File: src/rtl/evt_timer_pkg.sv
package evt_timer_pkg;

    localparam int unsigned BUS_W  = 32;
    localparam int unsigned ADDR_W = 8;

    localparam logic [ADDR_W-1:0] OFS_CTRL  = 8'h00;
    localparam logic [ADDR_W-1:0] OFS_PRESC = 8'h04;
    localparam logic [ADDR_W-1:0] OFS_STAT  = 8'h08;
    localparam logic [ADDR_W-1:0] OFS_IEN   = 8'h0C;
    localparam logic [ADDR_W-1:0] OFS_CMP   = 8'h10;
    localparam logic [ADDR_W-1:0] OFS_CNT   = 8'h24;

    localparam int unsigned CB_RUN  = 0;
    localparam int unsigned CB_WAIT = 3;
    localparam int unsigned CB_CSRC = 6;
    localparam int unsigned CB_FREE = 9;

    typedef struct packed {
        logic free_run;
        logic clk_src;
        logic wait_en;
        logic run;
    } ctrl_t;

endpackage

File: src/rtl/evt_timer_prescale.sv
module evt_timer_prescale #(
    parameter int unsigned PRESC_W = 16
) (
    input  logic               clk,
    input  logic               rst_n,
    input  logic               run_i,
    input  logic [PRESC_W-1:0] presc_i,
    output logic               tick_o
);

    typedef struct packed {
        logic [PRESC_W-1:0] div;
    } pre_state_t;

    pre_state_t s_d, s_q;

    always_comb begin
        s_d    = s_q;
        tick_o = run_i && (s_q.div >= presc_i);
        if (!run_i) begin
            s_d.div = '0;
        end else if (tick_o) begin
            s_d.div = '0;
        end else begin
            s_d.div = s_q.div + 1'b1;
        end
    end

    always_ff @(posedge clk or negedge rst_n) begin
        if (!rst_n) begin
            s_q <= '0;
        end else begin
            s_q <= s_d;
        end
    end

    // divider held at zero while stopped
    p_div_idle_r3: assert property (@(posedge clk) disable iff (!rst_n)
        !run_i |=> (s_q.div == '0));

    // a tick restarts the divide window
    p_div_wrap_r4: assert property (@(posedge clk) disable iff (!rst_n)
        tick_o |=> (s_q.div == '0));

endmodule

File: src/rtl/evt_timer_counter.sv
module evt_timer_counter #(
    parameter int unsigned CNT_W = 32
) (
    input  logic             clk,
    input  logic             rst_n,
    input  logic             run_i,
    input  logic             free_run_i,
    input  logic             tick_i,
    input  logic [CNT_W-1:0] cmp_i,
    output logic [CNT_W-1:0] count_o,
    output logic             match_o
);

    typedef struct packed {
        logic [CNT_W-1:0] cnt;
    } cnt_state_t;

    cnt_state_t       s_d, s_q;
    logic             at_cmp;
    logic [CNT_W-1:0] step;

    always_comb begin
        s_d     = s_q;
        at_cmp  = (s_q.cnt == cmp_i);
        step    = (!free_run_i && at_cmp) ? '0 : s_q.cnt + 1'b1;
        match_o = 1'b0;
        if (!run_i) begin
            s_d.cnt = '0;
        end else if (tick_i) begin
            s_d.cnt = step;
            match_o = (step == cmp_i);
        end
    end

    always_ff @(posedge clk or negedge rst_n) begin
        if (!rst_n) begin
            s_q <= '0;
        end else begin
            s_q <= s_d;
        end
    end

    assign count_o = s_q.cnt;

    // count cleared the cycle after run is low
    p_cnt_idle_r3: assert property (@(posedge clk) disable iff (!rst_n)
        !run_i |=> (count_o == '0));

    // free-run steps by one per tick, wrapping naturally
    p_free_step_r5: assert property (@(posedge clk) disable iff (!rst_n)
        (run_i && tick_i && free_run_i) |=> (count_o == $past(count_o) + 1'b1));

    // restart mode returns to zero after holding the compare value
    p_restart_r6: assert property (@(posedge clk) disable iff (!rst_n)
        (run_i && tick_i && !free_run_i && count_o == cmp_i) |=> (count_o == '0));

endmodule

File: src/rtl/evt_timer_regs.sv
module evt_timer_regs
    import evt_timer_pkg::*;
#(
    parameter int unsigned PRESC_W = 16,
    parameter int unsigned CNT_W   = 32
) (
    input  logic              clk,
    input  logic              rst_n,
    input  logic [ADDR_W-1:0] addr_i,
    input  logic              we_i,
    input  logic [BUS_W-1:0]  wdata_i,
    input  logic              match_i,
    input  logic [CNT_W-1:0]  count_i,
    output ctrl_t             ctrl_o,
    output logic [PRESC_W-1:0] presc_o,
    output logic [CNT_W-1:0]  cmp_o,
    output logic              stat_o,
    output logic              ien_o,
    output logic [BUS_W-1:0]  rdata_o
);

    typedef struct packed {
        ctrl_t              ctrl;
        logic [PRESC_W-1:0] presc;
        logic [CNT_W-1:0]   cmp;
        logic               stat;
        logic               ien;
    } reg_state_t;

    reg_state_t r_d, r_q;
    logic wr_ctrl, wr_presc, wr_stat, wr_ien, wr_cmp, clr_stat;

    always_comb begin
        r_d      = r_q;
        wr_ctrl  = we_i && (addr_i == OFS_CTRL);
        wr_presc = we_i && (addr_i == OFS_PRESC);
        wr_stat  = we_i && (addr_i == OFS_STAT);
        wr_ien   = we_i && (addr_i == OFS_IEN);
        wr_cmp   = we_i && (addr_i == OFS_CMP);
        clr_stat = wr_stat && wdata_i[0];
        if (wr_ctrl) begin
            r_d.ctrl.run      = wdata_i[CB_RUN];
            r_d.ctrl.wait_en  = wdata_i[CB_WAIT];
            r_d.ctrl.clk_src  = wdata_i[CB_CSRC];
            r_d.ctrl.free_run = wdata_i[CB_FREE];
        end
        if (wr_presc) r_d.presc = wdata_i[PRESC_W-1:0];
        if (wr_cmp)   r_d.cmp   = wdata_i[CNT_W-1:0];
        if (wr_ien)   r_d.ien   = wdata_i[0];
        // a match in the same cycle outranks a clear
        r_d.stat = (r_q.stat && !clr_stat) || match_i;
    end

    always_ff @(posedge clk or negedge rst_n) begin
        if (!rst_n) begin
            r_q <= '0;
        end else begin
            r_q <= r_d;
        end
    end

    always_comb begin
        rdata_o = '0;
        unique case (addr_i)
            OFS_CTRL: begin
                rdata_o[CB_RUN]  = r_q.ctrl.run;
                rdata_o[CB_WAIT] = r_q.ctrl.wait_en;
                rdata_o[CB_CSRC] = r_q.ctrl.clk_src;
                rdata_o[CB_FREE] = r_q.ctrl.free_run;
            end
            OFS_PRESC: rdata_o[PRESC_W-1:0] = r_q.presc;
            OFS_STAT:  rdata_o[0]           = r_q.stat;
            OFS_IEN:   rdata_o[0]           = r_q.ien;
            OFS_CMP:   rdata_o[CNT_W-1:0]   = r_q.cmp;
            OFS_CNT:   rdata_o[CNT_W-1:0]   = count_i;
            default:   rdata_o              = '0;
        endcase
    end

    assign ctrl_o  = r_q.ctrl;
    assign presc_o = r_q.presc;
    assign cmp_o   = r_q.cmp;
    assign stat_o  = r_q.stat;
    assign ien_o   = r_q.ien;

    // flag is sticky unless a one is written to it
    p_sticky_r8: assert property (@(posedge clk) disable iff (!rst_n)
        (stat_o && !(we_i && addr_i == OFS_STAT && wdata_i[0])) |=> stat_o);

    // a match always leaves the flag set, even against a clear
    p_match_wins_r11: assert property (@(posedge clk) disable iff (!rst_n)
        match_i |=> stat_o);

    // a write of zero to status never clears it
    p_w0_keep_r9: assert property (@(posedge clk) disable iff (!rst_n)
        (stat_o && we_i && addr_i == OFS_STAT && !wdata_i[0]) |=> stat_o);

endmodule

File: src/rtl/evt_timer.sv
module evt_timer
    import evt_timer_pkg::*;
#(
    parameter int unsigned PRESC_W = 16,
    parameter int unsigned CNT_W   = 32
) (
    input  logic        clk,
    input  logic        rst_n,
    input  logic [7:0]  bus_addr,
    input  logic        bus_we,
    input  logic [31:0] bus_wdata,
    output logic [31:0] bus_rdata,
    output logic        irq_o
);

    ctrl_t              ctrl;
    logic [PRESC_W-1:0] presc;
    logic [CNT_W-1:0]   cmp;
    logic [CNT_W-1:0]   count;
    logic               stat;
    logic               ien;
    logic               tick;
    logic               match;

    evt_timer_regs #(
        .PRESC_W (PRESC_W),
        .CNT_W   (CNT_W)
    ) u_regs (
        .clk     (clk),
        .rst_n   (rst_n),
        .addr_i  (bus_addr),
        .we_i    (bus_we),
        .wdata_i (bus_wdata),
        .match_i (match),
        .count_i (count),
        .ctrl_o  (ctrl),
        .presc_o (presc),
        .cmp_o   (cmp),
        .stat_o  (stat),
        .ien_o   (ien),
        .rdata_o (bus_rdata)
    );

    evt_timer_prescale #(
        .PRESC_W (PRESC_W)
    ) u_pre (
        .clk     (clk),
        .rst_n   (rst_n),
        .run_i   (ctrl.run),
        .presc_i (presc),
        .tick_o  (tick)
    );

    evt_timer_counter #(
        .CNT_W (CNT_W)
    ) u_cnt (
        .clk        (clk),
        .rst_n      (rst_n),
        .run_i      (ctrl.run),
        .free_run_i (ctrl.free_run),
        .tick_i     (tick),
        .cmp_i      (cmp),
        .count_o    (count),
        .match_o    (match)
    );

    assign irq_o = stat && ien;

    // a newly raised flag means the count sits on the compare value
    p_flag_eq_r8: assert property (@(posedge clk) disable iff (!rst_n)
        ($rose(stat) && $stable(cmp)) |-> (count == cmp));

    // a raised interrupt holds until the flag or the enable is cleared
    p_irq_hold_r10: assert property (@(posedge clk) disable iff (!rst_n)
        (irq_o && !(bus_we && (bus_addr == OFS_STAT || bus_addr == OFS_IEN))) |=> irq_o);

    // no tick arrives while stopped
    p_no_tick_idle_r4: assert property (@(posedge clk) disable iff (!rst_n)
        !ctrl.run |-> !tick);

endmodule

File: config.mk
export PLATFORM = sky130hd
export DESIGN_NAME = evt_timer
export DESIGN_NICKNAME = d
export VERILOG_FILES = /design/src/rtl/evt_timer_pkg.sv /design/src/rtl/evt_timer_prescale.sv /design/src/rtl/evt_timer_counter.sv /design/src/rtl/evt_timer_regs.sv /design/src/rtl/evt_timer.sv
export SDC_FILE = /design/constraint.sdc
export NUM_CORES = 1
export LEC_CHECK = 0
export ABC_CLOCK_PERIOD_IN_PS = 2950
export CAP_MARGIN = 10
export CORE_MARGIN = 2
export CORE_UTILIZATION = 35
export DETAILED_ROUTE_END_ITERATION = 6
export DONT_BUFFER_PORTS = 1
export PLACE_DENSITY_LB_ADDON = 0.05
export SLEW_MARGIN = 20
export SYNTH_ARGS = -nofsm -noshare
export SYNTH_HDL_FRONTEND = slang
export SYNTH_SLANG_ARGS = --single-unit
File: constraint.sdc
create_clock -name clk -period 2.95 [get_ports clk]
set_input_delay 0 -clock clk [delete_from_list [all_inputs] [get_ports clk]]
set_output_delay 0 -clock clk [all_outputs]
set_load 0.01 [all_outputs]
Word-level counts from Yosys, hierarchy flattened
Cells that the tools add are included.
{ "classes": {"addsub": 2, "muxes": 16, "n_reduce_logical": 14, "n_eq_ne": 8, "order_cmp": 1} }
{ "op_table": {"columns": ["cell", "n"], "rows": [
  ["$mux W32", 3],
  ["$eq A32 B32 Y1", 2],
  ["$add A32 B1 Y32 const B", 1],
  ["$mux W16", 2],
  ["$pmux W16 S2", 1],
  ["$pmux W2 S3", 3],
  ["$pmux W6 S3", 1],
  ["$add A16 B1 Y16 const B", 1],
  ["$eq A8 B4 Y1 const B", 2],
  ["$ge A16 B16 Y1", 1],
  ["$pmux W1 S4", 3],
  ["$logic_and A1 B1 Y1", 10],
  ["$eq A8 B3 Y1 const B", 1],
  ["$eq A8 B5 Y1 const B", 1],
  ["$eq A8 B6 Y1 const B", 1],
  ["$logic_not A8 Y1", 1],
  ["$pmux W1 S6", 1],
  ["$logic_not A1 Y1", 2],
  ["$mux W1", 2],
  ["$ne A2 B2 Y1 const B", 1],
  ["$logic_or A1 B1 Y1", 1]
]} }
{ "totals": {"out_inout_bits": 33, "input_bits": 43, "elab_cells": 51, "register_bits": 102} }

Logic depth before layout (Yosys ltp)
Gate-level depths: netlist of run 1.
{ "logic_depth": {"word_depth": 7, "depth_mapped": 12, "ltp_nobuf": 10} }

Modules after synthesis
A second synthesis of run 1 with hierarchy kept.
{ "unflattened": {"cells_unflattened": 760, "area_unflattened_um2": 7233.2} }
{ "by_module_without_submodules": {"columns": ["module", "instances", "cells_each", "area_per_inst_um2", "seq_area_each_um2"], "rows": [
  ["evt_timer_counter", 1, 420, 3246.9, 800.8],
  ["evt_timer_regs", 1, 205, 2658.8, 1351.3],
  ["evt_timer_prescale", 1, 134, 1321.3, 400.4],
  ["evt_timer", 1, 1, 6.3, 0.0]
]} }

Least setup slack after synthesis of run 1
No wires, ideal clock.
{ "synth_timing": {"kind": "register -> register", "from": "register u_pre.s_q[0] (netlist bit)", "to": "register u_cnt.s_q (netlist bit u_cnt.count_o[30])", "n_path_buf": 2, "setup_time_ns": 0.078, "stages_incl_launch_ff": 13, "period_less_slack_ns": 2.653, "setup_slack_ns": 0.297, "arrival_ns": 2.575, "required_time_ns": 2.872, "path_cell_list": "dfrtp_1 -> inv_1 -> ha_1 -> nand2b_1 -> a21o_1 -> a21o_1 -> a211oi_1 -> o21ai_1 -> a21oi_1 -> clkbuf_1 -> clkbuf_1 -> o21ai_0 -> a21oi_1"} }
{ "synth_via": {"elab_chain_cells": 3} }
{ "synth_lines": {"columns": ["element", "line", "source"], "rows": [
  ["from (decl)", "evt_timer_prescale.sv:15", "pre_state_t s_d, s_q;"],
  ["from (signal assigned)", "evt_timer_prescale.sv:31", "s_q <= '0;"],
  ["from (signal assigned)", "evt_timer_prescale.sv:33", "s_q <= s_d;"],
  ["$ge A16 B16 Y1", "evt_timer_prescale.sv:19", "tick_o = run_i && (s_q.div >= presc_i);"],
  ["$logic_and A1 B1 Y1", "evt_timer_prescale.sv:19", null],
  ["$ne A2 B2 Y1 (no source line)", null, null],
  ["to (signal assigned)", "evt_timer_counter.sv:37", "s_q <= '0;"],
  ["to (signal assigned)", "evt_timer_counter.sv:39", "s_q <= s_d;"],
  ["to (decl)", "evt_timer_counter.sv:18", "cnt_state_t s_d, s_q;"]
]} }
No other way between the ends.
A chain may end at the register's enable or synchronous reset.

==> results of run 1 <==
[report_power, final]
| part | total [uW] | internal, uW | switching (uW) |
|---|---|---|---|
| logic | 1010 | 439 | 576 |
| clock network | 1240 | 598 | 644 |
| registers | 1470 | 1430 | 38.0 |
| total | 3730 | 2470 | 1260 |
[area by class of cell]
class	count	area, um2
Tap cell	275	344
Sequential cell	102	2560
Timing Repair Buffer	186	1540
Multi-Input combinational cell	610	4680
Clock buffer	10	229
Fill cell	2029	11500
Inverter	31	116
Clock inverter	6	62.6
[through the flow]
step	power, uW	TNS (ns)	setup slack (ns)
6_report	3730	0	0.0676
5_1_grt	3880	-0.173	-0.173
4_1_cts	3710	0	0.0259
3_5_place_dp	2370	-0.0977	-0.0977
3_3_place_gp	2380	-0.135	-0.135
2_1_floorplan	1960	0	0.297
[tightest hold or removal path: stages]
cell	delay, ns
nor4b_1	0.06
nand4b_1	0.11
nand2_1	0.13
o31ai_2	0.09
[path summary, 6_finish.rpt]
path / from / endpoint / slack (ns) / cells past startpoint
hold / removal: bus_addr[4] / u_regs.stat_o / 0.06 / 4
setup reg to reg: u_cnt.count_o[8] / u_regs.stat_o / 0.07 / 11
setup / recovery: u_cnt.count_o[8] / u_regs.stat_o / 0.07 / 11
max in group asynchronous: rst_n / u_cnt.count_o[23] / 2.10 / 2
hold reg to reg: u_regs.ctrl_o[1] / u_regs.ctrl_o[1] / 0.51 / 1
min in group asynchronous: rst_n / u_cnt.count_o[5] / 0.28 / 2
[flip-flops by register name, indices dropped and copies added, names as in the netlist]
name and flops:
u_cnt.count_o 32, u_regs.cmp_o 32, u_pre.s_q 16, u_regs.presc_o 16, u_regs.ctrl_o 4, u_regs.ien_o 1, u_regs.stat_o 1
[per-layer routing]
layer  track usage (%)  vias to the layer above  wire (um)
met2              41.5                      254      13400
met1              39.8                     3527      13900
li1                  -                     3219          -
met4              6.46                        0        504
met3              4.24                       22       1860
met5                 0                        -          0
[what timing repair did]
action / CTS / global route
pin swaps: 0 / 9
resized for setup: 8 / 28
setup buffers: 0 / 6
hold endpoints to repair: 156 / 0
hold buffers: 37 / 0
endpoints found under the setup margin: 1 / 1
[cell usage after synthesis (6+ instances only)]
master	count	area share (%)
clkbuf_1	31	1.6
buf_2	16	1.1
mux2_1	8	1.2
a22o_1	17	2.0
mux2i_1	20	2.7
nand4_1	21	1.8
inv_1	30	1.5
a21oi_1	41	2.7
xnor2_1	25	2.9
nor4_1	13	1.1
and2_0	8	0.67
or4_1	21	2.1
dfrtp_1	102	34
ha_1	18	3.0
nand3_1	32	2.1
mux2_2	48	7.2
nand2_1	44	2.2
o21ai_0	49	3.3
nand2b_1	6	0.50
nor4_2	6	1.0
xor2_1	45	5.3
a21o_1	10	1.0
nor2_1	48	2.4
nand4b_1	7	0.82
and3_1	9	0.75
or3_1	9	0.75
and2_1	8	0.67
nor3_1	12	0.80
[cells by family (layout without fill, tap and decap cells)]
family	count (synthesis)	after routing	share of synthesized area (%)
adders and majority gates	18	18	3.01
and+or+nand+nor	275	275	21.7
DFF	102	102	34.1
AOI/OAI and AO/OA	166	166	14.7
buffers and inverters	92	233	5.59
xor gates and xnor gates	75	75	9.72
muxes	76	76	11.1
==> results by group, run 1 <==
Floorplan
  – FP Rows: 53
  – Die Area: 22,500 um2
  – Die Wd: 150 um
  – # IOs: 76
  – Placeable Area: 21,000 um2
  – Initial Util: 35.6%
  – Die height: 150 um

Clocking
  – Clock root cell: clkbuf_16
  – Max Buffers Root-to-Sink: 2
  – Clock Latency Late Sink: 0.37 ns
  – Clock tree sinks: 102
  – Register clock-pin slew on the reported worst setup and hold paths: 0.09 ns
  – TritonCTS clock tree: yes
  – # H-tree levels: 3
  – CTS buffer count: 9

Cells and area
  – Proportion of layout cells with a drive suffix above 1: 28.0%
  – Final instance area: 9530 um2
  – Post-Layout Cell Count: 1,220
  – Highest-count cells in the layout ignoring fill and taps: buf_4 (146), dfrtp_1 (94), o21ai_0 (49), mux2_2 (48), nor2_1 (46)
  – Ant diodes: 0
  – Finished Core Util: 45.4%
  – Commonest non-fill, non-tap cell in the layout: buf_4
  – Area delta synth->final: 27.5%
  – Nets: 1,001

Critical path
  – Worst stage delay on the critical path: 0.49 ns
  – Crit-path cells: xor2_1 > nor3_2 > nand4_2 > buf_4 > nor3_4 > buf_4 > nor3_1 > a2111oi_1 > buf_4 > nand4_1 > o31ai_2
  – CP top delay family: simple AND/OR/NAND/NOR gates
  – Most used cell, CP: buf_4
  – Critical Path End Type: flop
  – Crit path kind: flop to flop
  – CP max stage cell: dfrtp_2
  – Critical Path AT: 3.16 ns
  – Setup crit start kind: flop
  – Crit path max fanout: 7
  – Critical Path RT: 3.23 ns
  – Number of buffers and inverters on the critical path: 3

Power and ir drop
  – Peak supply drop: 0.255 mV
  – Leak: 0.00419 uW
  – Power Dens Cells: 391 nW/um2

Timing
  – Final Hold Fails: 0
  – Relative slew slack: 57.2%
  – Max-slew violations: 0
  – Hold slack: 0.0571 ns
  – Worst-Margin Slew: 0.642 ns
  – Final period util: 97.7%
  – Clk_skew: 0.0114 ns
  – Fmax: 0.347 GHz
  – Final setup fails: 0
  – Post-layout min period: 2.88 ns

Synthesis
  – Async set or reset register ratio after synthesis: 100%
  – Ys Warns: 0
  – Post-synthesis net count: 865
  – Post-synth EDFFs: 0
  – Ys flop type: dfrtp_1
  – Average size of a mapped cell: 9.30 um2
  – #FFs+latches synth: 102
  – Cells after Synth: 804
  – Sequential share of the synthesized area: 34.1%
  – Mapped Area: 7480 um2
  – Cell variety after synth: 80

Placed design
  – Placed cell count: 1,161
  – GP Congestion: 0.967
  – Post-DP HPWL: 22,700 um
  – IO Port Bufs: 0
  – Placed inst area: 8640 um2

Route
  – DR vias/cell: 5.76
  – Vias: 7,022
  – Final wirelength: 29,600 um
  – DR WL/cell: 24.3 um
  – Iter 0 DRT Violations: 503
  – DRT Pass-1 Iters: 5
  – DRC: 0
  – Antenna viol nets, final: 0

GRT
  – Vias in the first global route: 7,032
  – Initial antenna violation count: 0
  – Pin count of the biggest net entering global routing: 103
  – First-pass GRT wire length: 44,800 um
  – GRT Total Usage: 27.0%
  – Grt ovf: 0

Min path
  – Hold crit path type: primary input to flop

Outcome
  – Status: completed

Run
  – Max-cap violation count: 0
Power figures use the tool's default switching activity.
==> run 2: changes to the inputs <==
--- a/config.mk
+++ b/config.mk
@@ -9,9 +9,10 @@
 export CAP_MARGIN = 10
 export CORE_MARGIN = 2
 export CORE_UTILIZATION = 35
+export CTS_CLUSTER_SIZE = 28
 export DETAILED_ROUTE_END_ITERATION = 6
 export DONT_BUFFER_PORTS = 1
-export PLACE_DENSITY_LB_ADDON = 0.05
+export PLACE_DENSITY = 0.55
 export SLEW_MARGIN = 20
 export SYNTH_ARGS = -nofsm -noshare
 export SYNTH_HDL_FRONTEND = slang
==> results by group, run 2 (synthesis gave the netlist of run 1 again) <==
Route
  – Antenna viol nets, final: 0
  – Vias: 6,904
  – DR vias/cell: 5.78
  – DRT Pass-1 Iters: 5
  – Final wirelength: 26,900 um
  – DR WL/cell: 22.5 um
  – DRC: 0
  – Iter 0 DRT Violations: 650

Timing
  – Post-layout min period: 2.93 ns
  – Setup WS post-layout: 0.0171 ns
  – Final setup fails: 0
  – Worst-Margin Slew: 0.753 ns
  – RSZ-0062 raised after global routing: yes
  – Hold slack: 0.0649 ns
  – Relative slew slack: 49.8%
  – Final period util: 99.4%
  – Max-slew violations: 0
  – Final Hold Fails: 0
  – Clk_skew: 0.0155 ns
  – Fmax: 0.341 GHz

Critical path
  – Setup crit start kind: flop
  – Crit path max fanout: 6
  – Critical Path End Type: flop
  – Flop-to-flop setup slack: 0.02 ns
  – FF-to-FF path depth: 9
  – Critical Path AT: 3.20 ns
  – Critical Path RT: 3.22 ns
  – Worst reg2reg path endpoint: u_regs.stat_o
  – Crit path kind: flop to flop
  – FF-to-FF Start: u_cnt.count_o[8]

Placed design
  – GP Congestion: 0.999
  – DP Worst Slack: -0.0746 ns
  – Post-DP HPWL: 20,000 um
  – IO Port Bufs: 0
  – Placed cell count: 1,138

Clocking
  – Max Buffers Root-to-Sink: 2
  – CTS buffer count: 9
  – # H-tree levels: 3
  – Clock tree sinks: 102
  – TritonCTS clock tree: yes
  – Register clock-pin slew on the reported worst setup and hold paths: 0.08 ns
  – Clock Latency Late Sink: 0.36 ns
  – Clock root cell: clkbuf_16

Cells and area
  – Proportion of layout cells with a drive suffix above 1: 25.0%
  – Highest-count cells in the layout ignoring fill and taps: buf_4 (119), dfrtp_1 (92), o21ai_0 (49), mux2_2 (48), nor2_1 (47)
  – Area delta synth->final: 24.5%
  – Post-Layout Cell Count: 1,194
  – Nets: 975
  – Finished Core Util: 44.3%
  – Ant diodes: 0
  – Commonest non-fill, non-tap cell in the layout: buf_4

GRT
  – GRT Total Usage: 24.2%
  – Grt ovf: 0
  – Initial antenna violation count: 0
  – Vias in the first global route: 6,721
  – First-pass GRT wire length: 41,100 um
  – Pin count of the biggest net entering global routing: 103

Power and ir drop
  – Power Dens Cells: 407 nW/um2
  – Leak: 0.00405 uW
  – Peak supply drop: 0.370 mV

Floorplan
  – FP Rows: 53
  – Die Area: 22,500 um2
  – Die height: 150 um
  – Initial Util: 35.6%
  – Die Wd: 150 um
  – Placeable Area: 21,000 um2
  – # IOs: 76

Min path
  – Hold crit path type: primary input to flop
  – Hold Path Depth: 2
  – Worst hold start: bus_we
  – Min-Delay Endpoint: u_regs.ctrl_o[2]

Outcome
  – Status: completed

Run
  – Max-cap violation count: 0
## run 2: how the worst max path moves through the flow
stage | startpoint | to | slack [ns] | depth (start not counted)
3_3_place_gp | u_cnt.count_o[10] | u_regs.stat_o | -0.04 | 9
6_report | u_cnt.count_o[8] | u_regs.stat_o | 0.02 | 9
3_5_place_dp | u_cnt.count_o[10] | u_regs.stat_o | -0.07 | 9
5_1_grt | u_cnt.count_o[0] | u_regs.stat_o | -0.03 | 10
4_1_cts | u_cnt.count_o[18] | u_regs.stat_o | 0.002 | 10
2_1_floorplan | u_pre.s_q[0] | u_cnt.count_o[30] | 0.30 | 12
## run 2: layout make-up
type	instances	area, um2
Sequential cell	102	2560
Clock inverter	7	124
Multi-Input combinational cell	610	4600
Timing Repair Buffer	160	1330
Tap cell	275	344
Clock buffer	9	225
Inverter	31	116
Fill cell	2068	11700
## run 2: power breakdown
part / internal, uW / switching, uW
Clock: 773 / 630
Combinational: 371 / 545
Sequential: 1430 / 35.2
## run 2: layer usage
metal | routed length [um] | up-vias | track usage, %
met5 | 0 | - | 0
met4 | 661 | 0 | 6.93
met3 | 1800 | 42 | 3.97
met2 | 12400 | 298 | 38.6
met1 | 12000 | 3390 | 34.0
li1 | - | 3174 | -
## run 2: through the flow
stage | power, uW | cell area [um2] | TNS [ns]
2_1_floorplan | 1960 | 7480 | 0
3_3_place_gp | 2290 | 8450 | -0.0431
3_5_place_dp | 2280 | 8450 | -0.0746
4_1_cts | 3780 | 9210 | 0
5_1_grt | 3930 | 9310 | -0.0275
6_report | 3790 | 9310 | 0
## run 2: repair_timing
| action | in CTS | in global routing |
|---|---|---|
| pin swaps | 0 | 3 |
| hold endpoints to repair | 156 | 0 |
| gates resized for setup | 4 | 21 |
| setup endpoints to repair | 1 | 1 |
| hold buffers | 38 | 0 |
| setup buffers | 0 | 2 |
## run 2: critical path, cell delays in order, from the launching register on
cell,delay [ns]
dfrtp_2,0.46
and4_1,0.29
buf_4,0.14
nand4_2,0.20
or4_1,0.60
xnor2_1,0.26
o2111ai_1,0.22
a221oi_2,0.29
nand4_1,0.16
o31ai_2,0.22
